<file path="src/rtl/fwd_pkg.sv">
package fwd_pkg;

    typedef enum logic [1:0] {
        SEL_RF  = 2'b00,
        SEL_EXM = 2'b01,
        SEL_MWB = 2'b10
    } opsel_e;

    localparam int NUM_OPND = 2;

    function automatic opsel_e pick_src(input logic hit_newer, input logic hit_older);
        if (hit_newer)
            return SEL_EXM;
        else if (hit_older)
            return SEL_MWB;
        return SEL_RF;
    endfunction

endpackage

</file>
<file path="src/rtl/fwd_match.sv">
module fwd_match
    import fwd_pkg::*;
#(
    parameter int RIDX_W = 5
) (
    input  logic [RIDX_W-1:0] src_idx,
    input  logic              exm_wr,
    input  logic [RIDX_W-1:0] exm_rd,
    input  logic              mwb_wr,
    input  logic [RIDX_W-1:0] mwb_rd,
    output opsel_e            sel
);
    logic exm_hit;
    logic mwb_hit;

    // Index zero is hardwired to zero and is never a bypass target.
    always_comb begin
        exm_hit = exm_wr && (exm_rd != '0) && (exm_rd == src_idx);
        mwb_hit = mwb_wr && (mwb_rd != '0) && (mwb_rd == src_idx);
        sel     = pick_src(exm_hit, mwb_hit);
    end
endmodule

</file>
<file path="src/rtl/fwd_opmux.sv">
module fwd_opmux
    import fwd_pkg::*;
#(
    parameter int XLEN = 32
) (
    input  opsel_e            sel,
    input  logic [XLEN-1:0]   rf_val,
    input  logic [XLEN-1:0]   exm_val,
    input  logic [XLEN-1:0]   mwb_val,
    output logic [XLEN-1:0]   y
);
    always_comb begin
        unique case (sel)
            SEL_EXM: y = exm_val;
            SEL_MWB: y = mwb_val;
            default: y = rf_val;
        endcase
    end
endmodule

</file>
<file path="src/rtl/fwd_unit_top.sv">
module fwd_unit_top
    import fwd_pkg::*;
#(
    parameter int XLEN   = 32,
    parameter int RIDX_W = 5
) (
    input  logic              clk,
    input  logic              rst,
    input  logic [RIDX_W-1:0] ex_rs,
    input  logic [RIDX_W-1:0] ex_rt,
    input  logic [XLEN-1:0]   rf_val_a,
    input  logic [XLEN-1:0]   rf_val_b,
    input  logic              exm_wr,
    input  logic [RIDX_W-1:0] exm_rd,
    input  logic [XLEN-1:0]   exm_res,
    input  logic              mwb_wr,
    input  logic [RIDX_W-1:0] mwb_rd,
    input  logic [XLEN-1:0]   mwb_res,
    output logic [1:0]        sel_a,
    output logic [1:0]        sel_b,
    output logic [XLEN-1:0]   opnd_a,
    output logic [XLEN-1:0]   opnd_b
);
    logic [RIDX_W-1:0] src_w  [NUM_OPND];
    logic [XLEN-1:0]   rf_w   [NUM_OPND];
    opsel_e            sel_w  [NUM_OPND];
    logic [XLEN-1:0]   mux_w  [NUM_OPND];
    logic [XLEN-1:0]   opnd_q [NUM_OPND];

    assign src_w[0] = ex_rs;
    assign src_w[1] = ex_rt;
    assign rf_w[0]  = rf_val_a;
    assign rf_w[1]  = rf_val_b;

    for (genvar g = 0; g < NUM_OPND; g++) begin : g_opnd
        fwd_match #(.RIDX_W(RIDX_W)) u_match (
            .src_idx (src_w[g]),
            .exm_wr  (exm_wr),
            .exm_rd  (exm_rd),
            .mwb_wr  (mwb_wr),
            .mwb_rd  (mwb_rd),
            .sel     (sel_w[g])
        );

        fwd_opmux #(.XLEN(XLEN)) u_mux (
            .sel     (sel_w[g]),
            .rf_val  (rf_w[g]),
            .exm_val (exm_res),
            .mwb_val (mwb_res),
            .y       (mux_w[g])
        );

        always_ff @(posedge clk) begin
            if (rst)
                opnd_q[g] <= '0;
            else
                opnd_q[g] <= mux_w[g];
        end
    end

    assign sel_a  = sel_w[0];
    assign sel_b  = sel_w[1];
    assign opnd_a = opnd_q[0];
    assign opnd_b = opnd_q[1];
endmodule

</file>
<file path="config.mk">
export PLATFORM = sky130hd
export DESIGN_NAME = fwd_unit_top
export DESIGN_NICKNAME = d
export VERILOG_FILES = /design/src/rtl/fwd_pkg.sv /design/src/rtl/fwd_match.sv /design/src/rtl/fwd_opmux.sv /design/src/rtl/fwd_unit_top.sv
export SDC_FILE = /design/constraint.sdc
export NUM_CORES = 1
export LEC_CHECK = 0
export ABC_AREA = 1
export BUFFER_PORTS_ARGS = -buffer_cell sky130_fd_sc_hd__buf_4
export CELL_PAD_IN_SITES_DETAIL_PLACEMENT = 0
export CELL_PAD_IN_SITES_GLOBAL_PLACEMENT = 1
export CORE_ASPECT_RATIO = 2
export CORE_MARGIN = 1.5
export CORE_UTILIZATION = 34
export DETAILED_ROUTE_END_ITERATION = 8
export GPL_TIMING_DRIVEN = 0
export PLACE_DENSITY = 0.95
export REMOVE_ABC_BUFFERS = 1
export SKIP_CTS_REPAIR_TIMING = 1
export SLEW_MARGIN = 10
export SYNTH_ARGS = -nofsm -noshare
export SYNTH_HDL_FRONTEND = slang
export SYNTH_SLANG_ARGS = --single-unit
</file>
<file path="constraint.sdc">
create_clock -name clk -period 2.3 [get_ports clk]
set_input_delay 0.23 -clock clk [delete_from_list [all_inputs] [get_ports clk]]
set_output_delay 0.23 -clock clk [all_outputs]
set_load 0.05 [all_outputs]
</file>
# == Word-level counts from Yosys, hierarchy flattened ==
# Memory sizes are Yosys's and may differ from the RTL's.
# Cells that the tools add are included.
# W data, S select, Z words.
# totals
input_bits,152
ram_bits,64
output_inout_bits,68
reg_bits,0
rom_bits,0
latch_bits,0
wordCells,36
n_memories,1
# op_classes
order_cmp,0
addsub,0
mux,17
n_shift,0
n_mul,0
n_eq_ne,8
div_mod_pow,0
bitwise_logic,2
reduce_logical,8
# mem_list
memory,depth,width,rd,rd_ports_with_merged_regs,write_ports,line,source
opnd_q,2,32,2,0,2,fwd_unit_top.sv:28,logic [XLEN-1:0] opnd_q [NUM_OPND];
# ops
cell,count
$pmux W32 S2,2
$mux W32,2
$eq A5 B5 Y1,4
$mux W2,6
$reduce_bool A5 Y1,2
$mux W1,7
$logic_and A1 B1 Y1,6
$eq A2 B1 Y1 const B,2
$eq A2 B2 Y1 const B,2
$or A1 B1 Y1,2

# == Longest topological paths before layout ==
# Gate-level depths: netlist of run 1.
# logic_depth
ltp_word,9
mapped_depth,12
depth_no_buf,11

# == Hierarchy ==
# A second synthesis of run 1 with hierarchy kept.
# hier_totals
cells_unflattened,719
hier_area_um2,4025.1
# modules_own_cells
mod,n_inst,cells_each,area_per_inst_um2,seq_area_each_um2
fwd_unit_top,1,199,1840.5,1281.2
fwd_opmux,2,210,878.3,0.0
fwd_match,2,50,214.0,0.0

# == Least setup slack after synthesis of run 1 ==
# No wires, ideal clock.
# synth_timing
path_type,in2out
from,input port mwb_rd[4]
to,output port sel_a[1]
arrival_ns,1.640
setup_slack_ns,0.430
path_stages,5
cell_sequence,xnor2_1 > and2b_1 > nand3_4 > buf_6 > nor2_1
# synth_between
elab_chain_len,6
word_cells_on_any_way,7
# synth_lines
element,line,source
"start, declared",fwd_unit_top.sv:17,"input logic [RIDX_W-1:0] mwb_rd,"
$reduce_bool A5 Y1,fwd_match.sv:19,mwb_hit = mwb_wr && (mwb_rd != '0) && (mwb_rd == src_idx);
$logic_and A1 B1 Y1,fwd_match.sv:19,
$logic_and A1 B1 Y1 (*),fwd_match.sv:19,
$mux W1 (*),fwd_pkg.sv:14,else if (hit_older)
$mux W1 (*),fwd_pkg.sv:12,if (hit_newer)
$mux W2 (*),fwd_pkg.sv:16,return SEL_RF;
"end, declared",fwd_unit_top.sv:19,"output logic [1:0] sel_a,"
# Every way passes the cells marked *; elsewhere a longest branch is shown, timed or not.

# == Worst setup path after layout of run 1 ==
# layout_timing
from,input port exm_rd[0]
to,output port sel_b[1]
# layout_between
elab_chain_len,5
word_cells_on_any_way,7
# layout_lines
element,line,source
"start, declared",fwd_unit_top.sv:14,"input logic [RIDX_W-1:0] exm_rd,"
$reduce_bool A5 Y1,fwd_match.sv:18,exm_hit = exm_wr && (exm_rd != '0) && (exm_rd == src_idx);
$logic_and A1 B1 Y1,fwd_match.sv:18,
$logic_and A1 B1 Y1 (*),fwd_match.sv:18,
$mux W2 or $mux W1 (tied branches),fwd_pkg.sv:12,
$mux W2 (*),fwd_pkg.sv:16,
"end, declared",fwd_unit_top.sv:20,"output logic [1:0] sel_b,"
# Marked as above.

==> run metrics, run 1 <==
worst ir drop on vdd=0.4558 mV; Leakage=3.454 nW; clock root buffer=sky130_fd_sc_hd__clkbuf_16; outcome=completed; cell class contributing the biggest share of worst-path delay=simple AND/OR/NAND/NOR gates; Critical Path Max Stage Delay=370 ps; die outline area=13340 sq um; total routed wirelength=15700 microns; pin count of the biggest net entering global routing=65; cell-internal power=0.002320 W; initial antenna violation count=0; Inserted Clock Buffers=9; flip-flop count of the largest register after layout=64; CP max stage cell=sky130_fd_sc_hd__nand3_4; highest net fanout along the worst path=34; Final Setup Violations=0; WHS Path Cells=5; count of final max-slew check failures=0; Reg power frac=34.9%; fin crit period=2223 ps; Post-route DRC=0; share of cells above drive strength 1=43.40%; final critical-path share of the clock period=96.63%; first-pass GRT wire length=23070 microns; switching portion of total power=32.52%; vias in the first global route=4525; crit path cell chain=buf_4 > inv_1 > nand2_1 > nand2_1 > nand2_1 > nor2_2 > nand3_4 > inv_8 > nor2_1 > buf_4; count of vias placed by the detailed router=4570; pwr/cell area=562.1 nW/um^2; Congestion Overflow GR=0; largest register by flop count=opnd_q; endpoint type of the worst setup path=primary output; count of TritonRoute iterations in the first routing pass=6; biggest registers after layout=opnd_q x64; Mapped Avg Cell Area=7.305 sq um; Switching Power=0.001118 W; diode insertion count for antenna repair=0; clock tree from TritonCTS=yes; number of nets with antenna violations after detailed routing=0; clock group share of total power=37.0%; synthesis-to-layout area growth=42.63%; tightest slew margin relative to the limit=22.29%; Placed Cells incl. Taps=917; data arrival time of the critical path=1990 ps; clock transition time at the flip-flop clock pins of the worst setup and hold paths=60 ps; routed length on met2=8811 microns; clock sink count=64; transition at the pin with the smallest max-transition slack=1166 ps; maximum number of buffers from clock root to sink=2; fraction of the yosys area taken by sequential cells=29.88%; Most common cell on crit path=sky130_fd_sc_hd__nand2_1; portion of total power attributed to combinational logic=28.1%; CP Class=in2out; die height=161.8 microns; num ports=220; synthesized netlist cell count=587; Synth Warn #=0; routed length per placed instance=16.80 microns; number of nets in the layout=935; min-delay worst type=in2reg; highest achievable clock rate=449.9 MHz; number of non-filler instances in the completed layout=935; Core ar.=12200 sq um; RSZ-0062 raised after global routing=false; FF+latch count, synth=64; cell area after synthesis=4288 sq um; worst endpoint required time=2070 ps; Maximum Capacitance Violations=0; count of different cell masters after synthesis=23; Top Metal Used=met4; Max H-tree Level=3; effective utilization at floorplan=35.16%; length of routed met3 wiring=850 microns; number of logic stages on the critical path including buffering=10; final std cell area, no fill=6116 sq um; HPWL Detailed=10460 microns; mean number of vias per cell=4.888; x dimension of the die=82.41 microns; startpoint types=primary input; Buffers & Inverters on Critical Path=4; overall global routing resource usage=23.20%; DP Area=5798 sq um; weighted congestion reported at the end of routability-driven placement=0.8188; final number of hold-violating endpoints=0; number of I/O port buffers=219; met1 WL=5411 microns; number of rows created at floorplan=57; violation count after the first detailed-routing iteration=213
tightest hold or removal path, cell delays in order:
cell	delay [ps]
sky130_fd_sc_hd__buf_4	80
sky130_fd_sc_hd__nand2_1	40
sky130_fd_sc_hd__nand3_1	70
sky130_fd_sc_hd__nand2_1	40
sky130_fd_sc_hd__inv_1	40
cell usage in the layout, fill, tap and decap left out, types with 3 or more instances in the layout:
cell type                    Yosys  layout
sky130_fd_sc_hd__nand2_1       167     167
sky130_fd_sc_hd__nor2_1         13      10
sky130_fd_sc_hd__dfxtp_1        64      64
sky130_fd_sc_hd__clkbuf_16       0       9
sky130_fd_sc_hd__nand3_1       115     115
sky130_fd_sc_hd__xnor2_1         6       6
sky130_fd_sc_hd__xor2_1          6       6
sky130_fd_sc_hd__inv_2           8       6
sky130_fd_sc_hd__nand3_2        82      82
sky130_fd_sc_hd__buf_4          10     219
sky130_fd_sc_hd__inv_1          75      75
sky130_fd_sc_hd__nor2_2          2       5
sky130_fd_sc_hd__nand3_4         3       5
sky130_fd_sc_hd__clkinvlp_4      0       3
logic make-up after synthesis:
family	after synthesis	synth area share [%]
xor+xnor	12	2.451
buf+inv	121	15.96
flops	64	29.88
simple gates	390	51.71
layer usage:
| metal | GRT usage [%] | up-vias |
|---|---|---|
| met4 | 11.40 | 0 |
| met5 | 0 | - |
| met3 | 4.270 | 35 |
| met2 | 41.80 | 182 |
| met1 | 24.65 | 2103 |
| li1 | - | 2250 |
power groups by stage:
| stage | Clock [W] | Combinational, W | Sequential [W] |
|---|---|---|---|
| 4_1_cts | 0.00131 | 0.000955 | 0.00120 |
| 6_report | 0.00127 | 0.000965 | 0.00120 |
| 2_1_floorplan | 0 | 0.000266 | 0.00148 |
| 3_5_place_dp | 0 | 0.000952 | 0.00123 |
| 3_3_place_gp | 0 | 0.000942 | 0.00122 |
| 5_1_grt | 0.00136 | 0.00104 | 0.00121 |
stage by stage:
stage               hold WS (ps)  total power, W  setup slack, ps  setup TNS [ps]  util, %
floorplan                  433.9        0.001748           -951.6          -29160        -
global placement           533.4        0.002167            -1869         -102580    47.09
detailed placement         537.3        0.002178           -333.2          -12140    47.54
CTS                        189.8        0.003471           -342.9           -1205    49.80
global route               212.2        0.003610            21.94               0    50.15
finish                     206.2        0.003438            77.48               0    50.15
synthesized netlist by cell type, drive strengths merged:
cell    instances  area share [%]
nor2           18             2.4
dfxtp          64              30
and2b           1            0.18
inv            83             7.3
xnor2           6             1.2
nand2         170              15
nor2b           1            0.15
nand3         200              34
buf            36             8.1
xor2            6             1.2
clkbuf          2            0.64
worst paths after layout:
| check | from | end | slack, ps |
|---|---|---|---|
| min | exm_res[12] | opnd_q[1][12] | 210 |
| max | exm_rd[0] | sel_b[1] | 80 |
layout make-up:
cell class | count | area (sq um)
fill | 1279 | 6080
sequential | 64 | 1281
timing repair buffer | 221 | 1684
inverter | 83 | 326.6
clock inverter | 5 | 32.53
clock buffer | 11 | 242.7
tap | 147 | 183.9
multi-input combinational | 404 | 2365
Note: power is estimated with default switching activity, not from simulation.
==> run 2, diff against run 1 <==
Settings changed: CORE_UTILIZATION 34 to 28, PLACE_DENSITY 0.95 to 0.86.
Clock period 2.3 ns to 1.8 ns, I/O delays scaled along.
==> run metrics, run 2 (synthesis gave the netlist of run 1 again) <==
crit path cell chain=buf_4 > inv_1 > nand2_1 > nand2_1 > nand2_1 > nor2_4 > nand3_4 > buf_12 > inv_16 > nor2_1 > buf_4; startpoint types=primary input; weighted congestion reported at the end of routability-driven placement=0.7918; number of rows created at floorplan=63; diode insertion count for antenna repair=0; count of vias placed by the detailed router=4706; RSZ-0062 raised after global routing=true; largest register by flop count=opnd_q; number of nets with antenna violations after detailed routing=0; effective utilization at floorplan=28.78%; Inserted Clock Buffers=9; commonest cells after routing, fill and taps aside=sky130_fd_sc_hd__buf_4, sky130_fd_sc_hd__nand2_1, sky130_fd_sc_hd__nand3_1, sky130_fd_sc_hd__nand3_2, sky130_fd_sc_hd__inv_1; flip-flop count of the largest register after layout=64; x dimension of the die=90.51 microns; Congestion Overflow GR=0; die outline area=16110 sq um; Leakage=3.571 nW; maximum number of buffers from clock root to sink=2; clock root buffer=sky130_fd_sc_hd__clkbuf_16; share of cells above drive strength 1=44.79%; Most common cell on crit path=sky130_fd_sc_hd__nand2_1; number of I/O port buffers=219; clock tree from TritonCTS=yes; final std cell area, no fill=6442 sq um; most common library cell in the layout ignoring fill and taps=sky130_fd_sc_hd__buf_4; fin crit period=1731 ps; Maximum Capacitance Violations=0; die height=178.0 microns; CP Class=in2out; synthesis-to-layout area growth=50.25%; routed length per placed instance=17.68 microns; CP max stage cell=sky130_fd_sc_hd__buf_12; final critical-path share of the clock period=96.17%; count of TritonRoute iterations in the first routing pass=5; HPWL Detailed=10950 microns; data arrival time of the critical path=1550 ps; Pwr Total=0.004605 W; pwr/cell area=714.7 nW/um^2; DP Area=5858 sq um; final number of hold-violating endpoints=0; num ports=220; vias in the first global route=4540; transition at the pin with the smallest max-transition slack=1214 ps; worst endpoint required time=1620 ps; highest net fanout along the worst path=37; overall global routing resource usage=19.67%; Final Setup Violations=0; initial antenna violation count=0; tightest slew margin relative to the limit=19.07%; endpoint type of the worst setup path=primary output; Post-route DRC=0; pin count of the biggest net entering global routing=65; violation count after the first detailed-routing iteration=225; worst ir drop on vdd=0.3439 mV; outcome=completed; number of nets in the layout=953; clock transition time at the flip-flop clock pins of the worst setup and hold paths=50 ps; clock sink count=64; Critical Path Max Stage Delay=210 ps; highest achievable clock rate=577.7 MHz; mean number of vias per cell=4.701; first-pass GRT wire length=23820 microns; total routed wirelength=17700 microns; Core ar.=14900 sq um; min-delay worst type=in2reg; biggest registers after layout=opnd_q x64; count of final max-slew check failures=0; Max H-tree Level=3
==> run 2: changes by cell type in the layout (fill, tap and decap cells not counted), sizes merged <==
cell	before	now
buf	221	234
nor2	18	19
bufinv	0	1
inv	83	82
clkbuf	11	15
clkinvlp	3	0
clkinv	2	3
nand3	202	204
==> run 2: cell type report <==
cell class / instances / area [sq um]
sequential: 64 / 1281
clock buffer: 13 / 260.3
multi-input combinational: 407 / 2424
clock inverter: 3 / 40.04
timing repair buffer: 236 / 1839
inverter: 83 / 354.1
fill: 1576 / 8456
tap: 195 / 244.0
==> run 2: stage by stage <==
stage | util, % | TNS, ps | instances | hold slack, ps | setup WS, ps
2_1_floorplan | - | -59560 | 549 | 383.9 | -1352
3_3_place_gp | 38.95 | -140240 | 963 | 486.3 | -2420
3_5_place_dp | 39.32 | -51910 | 965 | 486.6 | -930.8
4_1_cts | 41.34 | -29250 | 981 | 126.4 | -945.5
5_1_grt | 43.24 | -103.2 | 1001 | 145.1 | -69.06
6_report | 43.24 | 0 | 1001 | 141.2 | 68.93
==> run 2: layer usage <==
layer | vias to the layer above | global-route usage [%] | share of wire, %
met5 | - | 0 | 0
met4 | 0 | 12.50 | 3.8
met3 | 38 | 4.902 | 5.8
met2 | 201 | 35.96 | 54
met1 | 2170 | 19.57 | 36
li1 | 2297 | - | -
==> run 2: critical path: cells and delay by family <==
kind	cells	cell delay [ps]
buffers and inverters	5	780
and+or+nand+nor	6	570
==> run 2: final timing paths <==
check	start	endpoint	slack, ps	depth (start not counted)
worst max-delay path	ex_rs[1]	sel_a[1]	70	11
worst min-delay path	exm_res[21]	opnd_q[0][21]	140	5
==> run 2: power by group <==
group | total [W] | switching [W] | leakage (nW) | internal, W
logic | 0.00127 | 0.000769 | 2.89 | 0.000504
clock network | 0.00180 | 0.000653 | 0.150 | 0.00114
registers | 0.00154 | 0.0000246 | 0.533 | 0.00151
total | 0.00460 | 0.00145 | 3.57 | 0.00316
